<file path="src/rtl/bac_pkg.sv">
package bac_pkg;

   typedef enum logic [1:0] {
      CNT_HOLD = 2'd0,
      CNT_LOAD = 2'd1,
      CNT_STEP = 2'd2
   } cnt_op_e;

   typedef enum logic [1:0] {
      RB_NONE = 2'd0,
      RB_CNT  = 2'd1,
      RB_MSK  = 2'd2
   } rb_sel_e;

endpackage

</file>
<file path="src/rtl/bac_decode.sv">
module bac_decode
   import bac_pkg::*;
(
   input  logic    cnt_ld_n,
   input  logic    cnt_inc_n,
   input  logic    msk_ld_n,
   input  logic    cnt_rb_n,
   input  logic    msk_rb_n,
   input  logic    cs_n,
   input  logic    cs_hi,
   output cnt_op_e cnt_op,
   output logic    msk_we,
   output rb_sel_e rb_sel,
   output logic    chip_sel
);

   logic ctr_quiet;

   // counter controls both inactive: mask load and readback may proceed
   assign ctr_quiet = cnt_ld_n & cnt_inc_n;

   always_comb begin
      if (!cnt_ld_n)       cnt_op = CNT_LOAD;
      else if (!cnt_inc_n) cnt_op = CNT_STEP;
      else                 cnt_op = CNT_HOLD;
   end

   assign msk_we = ctr_quiet & ~msk_ld_n;

   // counter readback outranks mask readback
   always_comb begin
      if (ctr_quiet && !cnt_rb_n)                   rb_sel = RB_CNT;
      else if (ctr_quiet && msk_ld_n && !msk_rb_n)  rb_sel = RB_MSK;
      else                                          rb_sel = RB_NONE;
   end

   assign chip_sel = ~cs_n & cs_hi;

endmodule

</file>
<file path="src/rtl/bac_core.sv">
module bac_core
   import bac_pkg::*;
#(
   parameter int ADDR_W  = 8,
   parameter bit MASK_EN = 1'b1
) (
   input  logic              clk,
   input  logic              rst_n,
   input  cnt_op_e           cnt_op,
   input  logic              msk_we,
   input  logic [ADDR_W-1:0] addr_i,
   output logic [ADDR_W-1:0] cnt_q,
   output logic [ADDR_W-1:0] msk_q,
   output logic              wrap_n_q
);

   localparam logic [ADDR_W-1:0] ALL_ONES = {ADDR_W{1'b1}};
   localparam logic [ADDR_W-1:0] ONE      = {{(ADDR_W-1){1'b0}}, 1'b1};

   logic [ADDR_W-1:0] cnt_step;
   logic              step_wraps;

   assign cnt_step   = ((cnt_q + ONE) & msk_q) | (cnt_q & ~msk_q);
   assign step_wraps = (msk_q != '0) && ((cnt_step & msk_q) == '0);

   always_ff @(posedge clk or negedge rst_n) begin
      if (!rst_n) begin
         cnt_q    <= '0;
         wrap_n_q <= 1'b1;
      end else begin
         wrap_n_q <= 1'b1;
         unique case (cnt_op)
            CNT_LOAD: cnt_q <= addr_i;
            CNT_STEP: begin
               cnt_q    <= cnt_step;
               wrap_n_q <= ~step_wraps;
            end
            default:  cnt_q <= cnt_q;
         endcase
      end
   end

   generate
      if (MASK_EN) begin : g_mask_reg
         always_ff @(posedge clk or negedge rst_n) begin
            if (!rst_n)      msk_q <= ALL_ONES;
            else if (msk_we) msk_q <= addr_i;
         end
      end else begin : g_mask_fixed
         assign msk_q = ALL_ONES;
      end
   endgenerate

endmodule

</file>
<file path="src/rtl/bac_readback.sv">
module bac_readback
   import bac_pkg::*;
#(
   parameter int ADDR_W = 8
) (
   input  logic              clk,
   input  logic              rst_n,
   input  rb_sel_e           rb_sel,
   input  logic              chip_sel,
   input  logic [ADDR_W-1:0] cnt_q,
   input  logic [ADDR_W-1:0] msk_q,
   output logic [ADDR_W-1:0] addr_o,
   output logic              addr_oe,
   output logic              dq_off
);

   logic rb_any;
   assign rb_any = (rb_sel != RB_NONE);

   always_ff @(posedge clk or negedge rst_n) begin
      if (!rst_n) begin
         addr_o  <= '0;
         addr_oe <= 1'b0;
         dq_off  <= 1'b0;
      end else begin
         addr_oe <= rb_any;
         dq_off  <= rb_any & chip_sel;
         if (rb_sel == RB_CNT)      addr_o <= cnt_q;
         else if (rb_sel == RB_MSK) addr_o <= msk_q;
      end
   end

endmodule

</file>
<file path="src/rtl/burst_addr_ctr.sv">
module burst_addr_ctr
   import bac_pkg::*;
#(
   parameter int ADDR_W  = 8,
   parameter bit MASK_EN = 1'b1
) (
   input  logic              clk,
   input  logic              rst_n,
   input  logic [ADDR_W-1:0] addr_i,
   output logic [ADDR_W-1:0] addr_o,
   output logic              addr_oe,
   input  logic              cnt_ld_n,
   input  logic              cnt_inc_n,
   input  logic              msk_ld_n,
   input  logic              cnt_rb_n,
   input  logic              msk_rb_n,
   input  logic              cs_n,
   input  logic              cs_hi,
   output logic              dq_off,
   output logic              cnt_wrap_n
);

   generate
      if (ADDR_W < 2 || ADDR_W > 32) begin : g_bad_width
         $error("burst_addr_ctr: ADDR_W must lie in 2..32");
      end
   endgenerate

   cnt_op_e           cnt_op;
   rb_sel_e           rb_sel;
   logic              msk_we;
   logic              chip_sel;
   logic [ADDR_W-1:0] cnt_q;
   logic [ADDR_W-1:0] msk_q;

   bac_decode u_dec (
      .cnt_ld_n (cnt_ld_n),
      .cnt_inc_n(cnt_inc_n),
      .msk_ld_n (msk_ld_n),
      .cnt_rb_n (cnt_rb_n),
      .msk_rb_n (msk_rb_n),
      .cs_n     (cs_n),
      .cs_hi    (cs_hi),
      .cnt_op   (cnt_op),
      .msk_we   (msk_we),
      .rb_sel   (rb_sel),
      .chip_sel (chip_sel)
   );

   bac_core #(.ADDR_W(ADDR_W), .MASK_EN(MASK_EN)) u_core (
      .clk     (clk),
      .rst_n   (rst_n),
      .cnt_op  (cnt_op),
      .msk_we  (msk_we),
      .addr_i  (addr_i),
      .cnt_q   (cnt_q),
      .msk_q   (msk_q),
      .wrap_n_q(cnt_wrap_n)
   );

   bac_readback #(.ADDR_W(ADDR_W)) u_rb (
      .clk     (clk),
      .rst_n   (rst_n),
      .rb_sel  (rb_sel),
      .chip_sel(chip_sel),
      .cnt_q   (cnt_q),
      .msk_q   (msk_q),
      .addr_o  (addr_o),
      .addr_oe (addr_oe),
      .dq_off  (dq_off)
   );

endmodule

</file>
<file path="config.mk">
export PLATFORM = sky130hd
export DESIGN_NAME = burst_addr_ctr
export DESIGN_NICKNAME = d
export VERILOG_FILES = /design/src/rtl/bac_pkg.sv /design/src/rtl/bac_decode.sv /design/src/rtl/bac_core.sv /design/src/rtl/bac_readback.sv /design/src/rtl/burst_addr_ctr.sv
export SDC_FILE = /design/constraint.sdc
export NUM_CORES = 1
export LEC_CHECK = 0
export BUFFER_PORTS_ARGS = -buffer_cell sky130_fd_sc_hd__buf_2
export CAP_MARGIN = 10
export CORE_AREA = 2 2 57 59
export DETAILED_ROUTE_END_ITERATION = 6
export DIE_AREA = 0 0 59 61
export MAX_ROUTING_LAYER = met4
export PLACE_DENSITY = 0.72
export SETUP_SLACK_MARGIN = 0.4
export SYNTH_ARGS = -nofsm -noshare
export SYNTH_HDL_FRONTEND = slang
export SYNTH_SLANG_ARGS = --single-unit
</file>
<file path="constraint.sdc">
create_clock -name clk -period 1.7 [get_ports clk]
set_input_delay 0.085 -clock clk [delete_from_list [all_inputs] [get_ports clk]]
set_output_delay 0.085 -clock clk [all_outputs]
set_load 0.05 [all_outputs]
</file>
* Yosys cells after proc, flatten, opt, wreduce, memory -nomap -nowiden
Index checks and enable logic that the tools add are counted.
** Storage, ports and cells
- Flip-flop bits (word level) :: 27
- Logic and storage cells :: 42
** Cells by class
- Add/subtract/negate cells :: 1
- Equality and inequality tests :: 4
- Multiplexer cells :: 8
- Bitwise gates (word level) :: 12
- Reductions and logical operators :: 11
** Operators by type and width (count)
- $and A8 B8 Y8 :: 3
- $mux W8 :: 2
- $pmux W8 S2 :: 1
- $add A8 B1 Y8 const B :: 1
- $logic_not A8 Y1 :: 1
- $mux W2 :: 4
- $not A8 Y8 :: 1
- $or A8 B8 Y8 :: 1
- $reduce_bool A8 Y1 :: 1
- $reduce_bool A2 Y1 :: 3
- $and A1 B1 Y1 :: 4
- $eq A2 B1 Y1 const B :: 2
- $eq A2 B2 Y1 const B :: 2
- $logic_and A1 B1 Y1 :: 4
- $not A1 Y1 :: 3
- $logic_not A1 Y1 :: 2
- $mux W1 :: 1

* Logic depth before layout (Yosys ltp)
- Word-level depth :: 8
- Mapped depth :: 6
- Mapped depth without buffers :: 6

* Hierarchy
A second synthesis with hierarchy kept.
** Second synthesis, totals
- Cell total of the unflattened synthesis :: 159
- Area, all modules :: 1565.3 µm²
** By module, submodules not included
- bac_core :: instances 1, cells each 108, area each 1047.3 µm², seq. area each 436.7 µm²
- bac_readback :: instances 1, cells each 43, area each 476.7 µm², seq. area each 250.2 µm²
- bac_decode :: instances 1, cells each 8, area each 41.3 µm², seq. area each 0.0 µm²

* Worst setup path before layout
No wires, ideal clock.
- Kind :: flip-flop to flip-flop
- From :: reg u_core.cnt_q[0]
- To :: reg u_core.wrap_n_q
- Library setup time :: 0.090 ns
- Data arrival time :: 1.347 ns
- Data required time :: 1.610 ns
- Path slack :: 0.263 ns
- Cell stages (with the launch flop) :: 6
- Path buffers :: 0
- Period minus slack after synthesis :: 1.437 ns
- Cells stage by stage :: dfrtp_1 > ha_1 > nand4_1 > a32o_1 > nor4_1 > nand3_1
** On the way
- Word-level cells in the longest chain between the ends :: 8
- Elaborated cells on any way between the ends :: 9
- Classes of those cells :: 1 x add/sub; 1 x mux; 5 x bitwise; 2 x reduce/logical
** RTL lines
- start: declaration :: line bac_core.sv:12 : output logic [ADDR_W-1:0] cnt_q,
- start signal: assignment :: line bac_core.sv:33 : CNT_LOAD: cnt_q <= addr_i;
- start signal: assignment :: line bac_core.sv:35 : cnt_q <= cnt_step;
- start signal: assignment :: line bac_core.sv:38 : default: cnt_q <= cnt_q;
- $add A8 B1 Y8 :: line bac_core.sv:23 : assign cnt_step = ((cnt_q + ONE) & msk_q) | (cnt_q & ~msk_q);
- $and A8 B8 Y8 :: line bac_core.sv:23
- $or A8 B8 Y8 * :: line bac_core.sv:23
- $and A8 B8 Y8 * :: line bac_core.sv:24 : assign step_wraps = (msk_q != '0) && ((cnt_step & msk_q) == '0);
- $logic_not A8 Y1 * :: line bac_core.sv:24
- $logic_and A1 B1 Y1 * :: line bac_core.sv:24
- $not A1 Y1 * :: line bac_core.sv:36 : wrap_n_q <= ~step_wraps;
- $mux W1 * :: line bac_core.sv:32 : unique case (cnt_op)
- end signal: assignment :: line bac_core.sv:36
- end: declaration :: line bac_core.sv:14 : output logic wrap_n_q
Every way passes the cells marked *; elsewhere a longest branch is shown, timed or not.
A chain may end at the register's enable or synchronous reset.

* Final worst setup path
- From :: reg u_core.msk_q[7]
- To :: reg u_core.cnt_q[7]
** On the way
- Word-level cells in the longest chain between the ends :: 4
- Elaborated cells on any way between the ends :: 5
- Classes of those cells :: 1 x mux; 4 x bitwise
** RTL lines
- start: declaration :: line bac_core.sv:13 : output logic [ADDR_W-1:0] msk_q,
- start signal: assignment :: line bac_core.sv:47 : else if (msk_we) msk_q <= addr_i;
- $not A8 Y8 :: line bac_core.sv:23
- $and A8 B8 Y8 :: line bac_core.sv:23
- $or A8 B8 Y8 * :: line bac_core.sv:23
- $pmux W8 S2 * :: line bac_core.sv:32
Marks and branches as above.

==> results.py <==
metrics = {
    "outcome": {
        "status": "complete, no violations",
    },
    "yosys": {
        "yosysTopAreaCell": "dfrtp_1",
        "synthArstFlopShare": 1.00,
        "yosysSeqAreaShare": 0.473,
        "synth_commonest_cells": "dfrtp_1, nor2_1, a21oi_1",
        "synthDistinctLibCells": 40,
        "synth-main-ff-cell": "dfrtp_1",
        "netlist_instances": 143,
        "syn_nets": 162,
        "syn_avg_cell_area_um2": 10.1,
        "syn_area_um2": 1450,
        "netlist_top_cells_area": "dfrtp_1, dfstp_2, mux2i_1, a21oi_1, nor2_1",
        "yosysTopAreaCellShare": 0.310,
        "synth_edf_count": 0,
        "ys_ff_latch": 27,
        "ys_warn_count": 0,
    },
    "run": {
        "cap_viol_max_count": 0,
    },
    "sta": {
        "hold_viol_final": 0,
        "worst_pin_slew_ns": 0.671,
        "period_needed_ns": 1.46,
        "rsz0062_at_grt": "yes",
        "fmax_mhz": 683,
        "fin_tns_setup_ns": 0,
        "relSlewSlack": 0.552,
        "finalCritPeriodShare": 0.861,
        "slew_viol_final": 0,
        "final-setup-viol-count": 0,
        "worst_clock_skew_ns": 0.00997,
        "hold_slack_ns": 0.0630,
    },
    "clock_tree": {
        "cts.path.max_buffers": 2,
        "tritoncts": "yes",
        "cts_made_buffers": 3,
        "cts_root_buf": "clkbuf_4",
        "clock_latency_ns": 0.33,
        "clkSinkCount": 27,
        "ctsHtreeMaxLevel": 1,
        "path_clk_slew_ns": 0.15,
    },
    "placed_design": {
        "gp_congestion": 0.984,
        "dp.cells": 196,
        "dpl_cell_area_um2": 1610,
        "port_buffers": 27,
        "dp_hpwl_um": 2230,
    },
    "grt": {
        "grt_overflow_total": 0,
        "grt_max_degree": 28,
        "first_global_vias": 1200,
        "track_usage": 0.204,
        "antenna_found_initial": 0,
        "grt_pass1_wl_um": 5380,
    },
    "detailed_routing": {
        "routed_wirelength_um": 3380,
        "routed_via_density": 5.64,
        "ant_nets": 0,
        "drt_pass1_iterations": 4,
        "routedWlPerCell_um": 15.4,
        "drtIter0Drc": 52,
        "vias": 1241,
        "drcViolationCount": 0,
    },
    "power_and_ir_drop": {
        "p_leak_nw": 0.820,
        "peakVddDrop_mv": 0.479,
        "p_per_area_nw_per_um2": 992,
        "power_frac_clock": 0.156,
        "internal-power_w": 0.00114,
        "p_switching_w": 0.000707,
        "p_sw_frac": 0.382,
        "seq_power_share": 0.477,
        "share_comb_of_total_power": 0.367,
    },
    "setup_path": {
        "end_kind": "register",
        "critPathBufInv": 0,
        "r2r_slack_ns": 0.24,
        "critPathMaxStageDelay_ns": 0.57,
        "cp_num_cells": 4,
        "timing.rr.start": "u_core.msk_q[7]$_DFFE_PN1P_",
        "crit_arrival_ns": 1.73,
        "crit_type": "reg2reg",
        "path_cells": "nand2_2 -> or4_4 -> xor2_1 -> a21oi_1",
        "path_delay_family": "flip-flops",
        "cp_max_fo": 2,
        "cp.required_ns": 1.96,
        "worst_setup_path_start_kind": "register",
        "r2r_cells": 4,
        "slowest_stage": "dfstp_2",
        "r2r-end": "u_core.cnt_q[7]$_DFFE_PN0P_",
    },
    "layout": {
        "fin_nets": 207,
        "design_area_um2": 1860,
        "drive_above_1_share": 0.380,
        "fin_cells": 220,
        "antenna_cells": 0,
        "syn2layout_area_growth_pct": 28.4,
        "fin_util": 0.631,
    },
    "floorplan": {
        "start_util": 0.492,
        "io_pins": 28,
        "chipWidth_um": 59,
        "die_h_um": 61,
        "die_area_um2": 3600,
        "rows": 20,
        "placeableCoreArea_um2": 2950,
    },
    "hold_path": {
        "min_from": "cnt_rb_n",
        "min_delay_path_depth": 2,
        "min_path_type": "in2reg",
        "hold_end": "u_rb.addr_oe$_DFF_PN0_",
    },
}
[logic make-up (layout without fill, tap and decap cells)]
| kind of cell | Yosys count | after routing | share of synthesized area |
|---|---|---|---|
| xor gates and xnor gates | 9 | 9 | 0.0543 |
| muxes | 17 | 17 | 0.124 |
| AOI/OAI and AO/OA | 26 | 26 | 0.107 |
| buffers and inverters | 14 | 58 | 0.0457 |
| DFF | 27 | 27 | 0.473 |
| adders and majority gates | 2 | 2 | 0.0172 |
| and+or+nand+nor | 48 | 48 | 0.178 |
[cells in the final DEF, fill, tap and decap left out, types with 2 or more instances in the layout]
master / count
xor2_1: 2
buf_4: 11
mux2i_1: 9
clkbuf_4: 3
mux2_1: 4
mux2_2: 4
dfrtp_2: 5
nor4_1: 4
nand3_1: 2
inv_1: 4
a21oi_1: 17
nand4_1: 2
nand4b_1: 2
nand3b_1: 2
nand2b_1: 2
nand2_1: 4
nor2_1: 17
dfrtp_1: 13
xnor2_1: 7
buf_2: 27
dlygate4sd3_1: 11
dfstp_2: 9
[power by group through the flow]
stage          logic [W]  clock network (W)  registers (W)
3_5_place_dp    0.000569                  0       0.000905
4_1_cts         0.000620           0.000296       0.000886
2_1_floorplan   0.000287                  0        0.00103
3_3_place_gp    0.000561                  0       0.000898
6_report        0.000679           0.000288       0.000882
5_1_grt         0.000738           0.000321       0.000898
[metrics by stage]
stage	setup WS (ns)	power (W)
after floorplan	0.301	0.00132
after global placement	0.262	0.00146
after CTS	0.249	0.00180
final	0.236	0.00185
after detailed placement	0.209	0.00147
after global routing	0.176	0.00196
[registers in the layout, indices dropped and copies added, names as in the netlist]
signal and count:
u_rb.addr_oe 1, u_core.wrap_n_q 1, u_core.cnt_q 8, u_rb.addr_o 8
u_rb.dq_off 1, u_core.msk_q 8
[worst max-delay path by stage]
stage | slack, ns | to | start
3_3_place_gp | 0.26 | u_core.cnt_q[7]$_DFFE_PN0P_ | u_core.cnt_q[3]$_DFFE_PN0P_
2_1_floorplan | 0.30 | u_core.cnt_q[7]$_DFFE_PN0P_ | u_core.msk_q[7]$_DFFE_PN1P_
3_5_place_dp | 0.21 | u_core.cnt_q[7]$_DFFE_PN0P_ | u_core.cnt_q[3]$_DFFE_PN0P_
5_1_grt | 0.18 | u_core.cnt_q[7]$_DFFE_PN0P_ | u_core.msk_q[7]$_DFFE_PN1P_
6_report | 0.24 | u_core.cnt_q[7]$_DFFE_PN0P_ | u_core.msk_q[7]$_DFFE_PN1P_
4_1_cts | 0.25 | u_core.cnt_q[7]$_DFFE_PN0P_ | u_core.msk_q[7]$_DFFE_PN1P_
[cell type report]
| class | instances | area (um2) |
|---|---|---|
| fill | 246 | 1090 |
| multi-input combinational | 102 | 749 |
| sequential | 27 | 693 |
| timing repair buffer | 50 | 339 |
| tap | 33 | 41.3 |
| clock buffer | 4 | 26.3 |
| inverter | 4 | 15.0 |
[layer usage]
metal	share of wire	GRT usage
met5	0	-
met4	0.012	0.0747
met2	0.49	0.335
met3	0.052	0.0256
met1	0.44	0.258
[timing repair]
item	CTS	global route
hold buffers	10	1
setup buffers	4	5
cloned	0	0
hold endpoints to repair	34	1
resized for setup	4	9
pin swaps	5	13
setup endpoints to repair	6	7
Note: power is estimated with default switching activity, not from simulation.
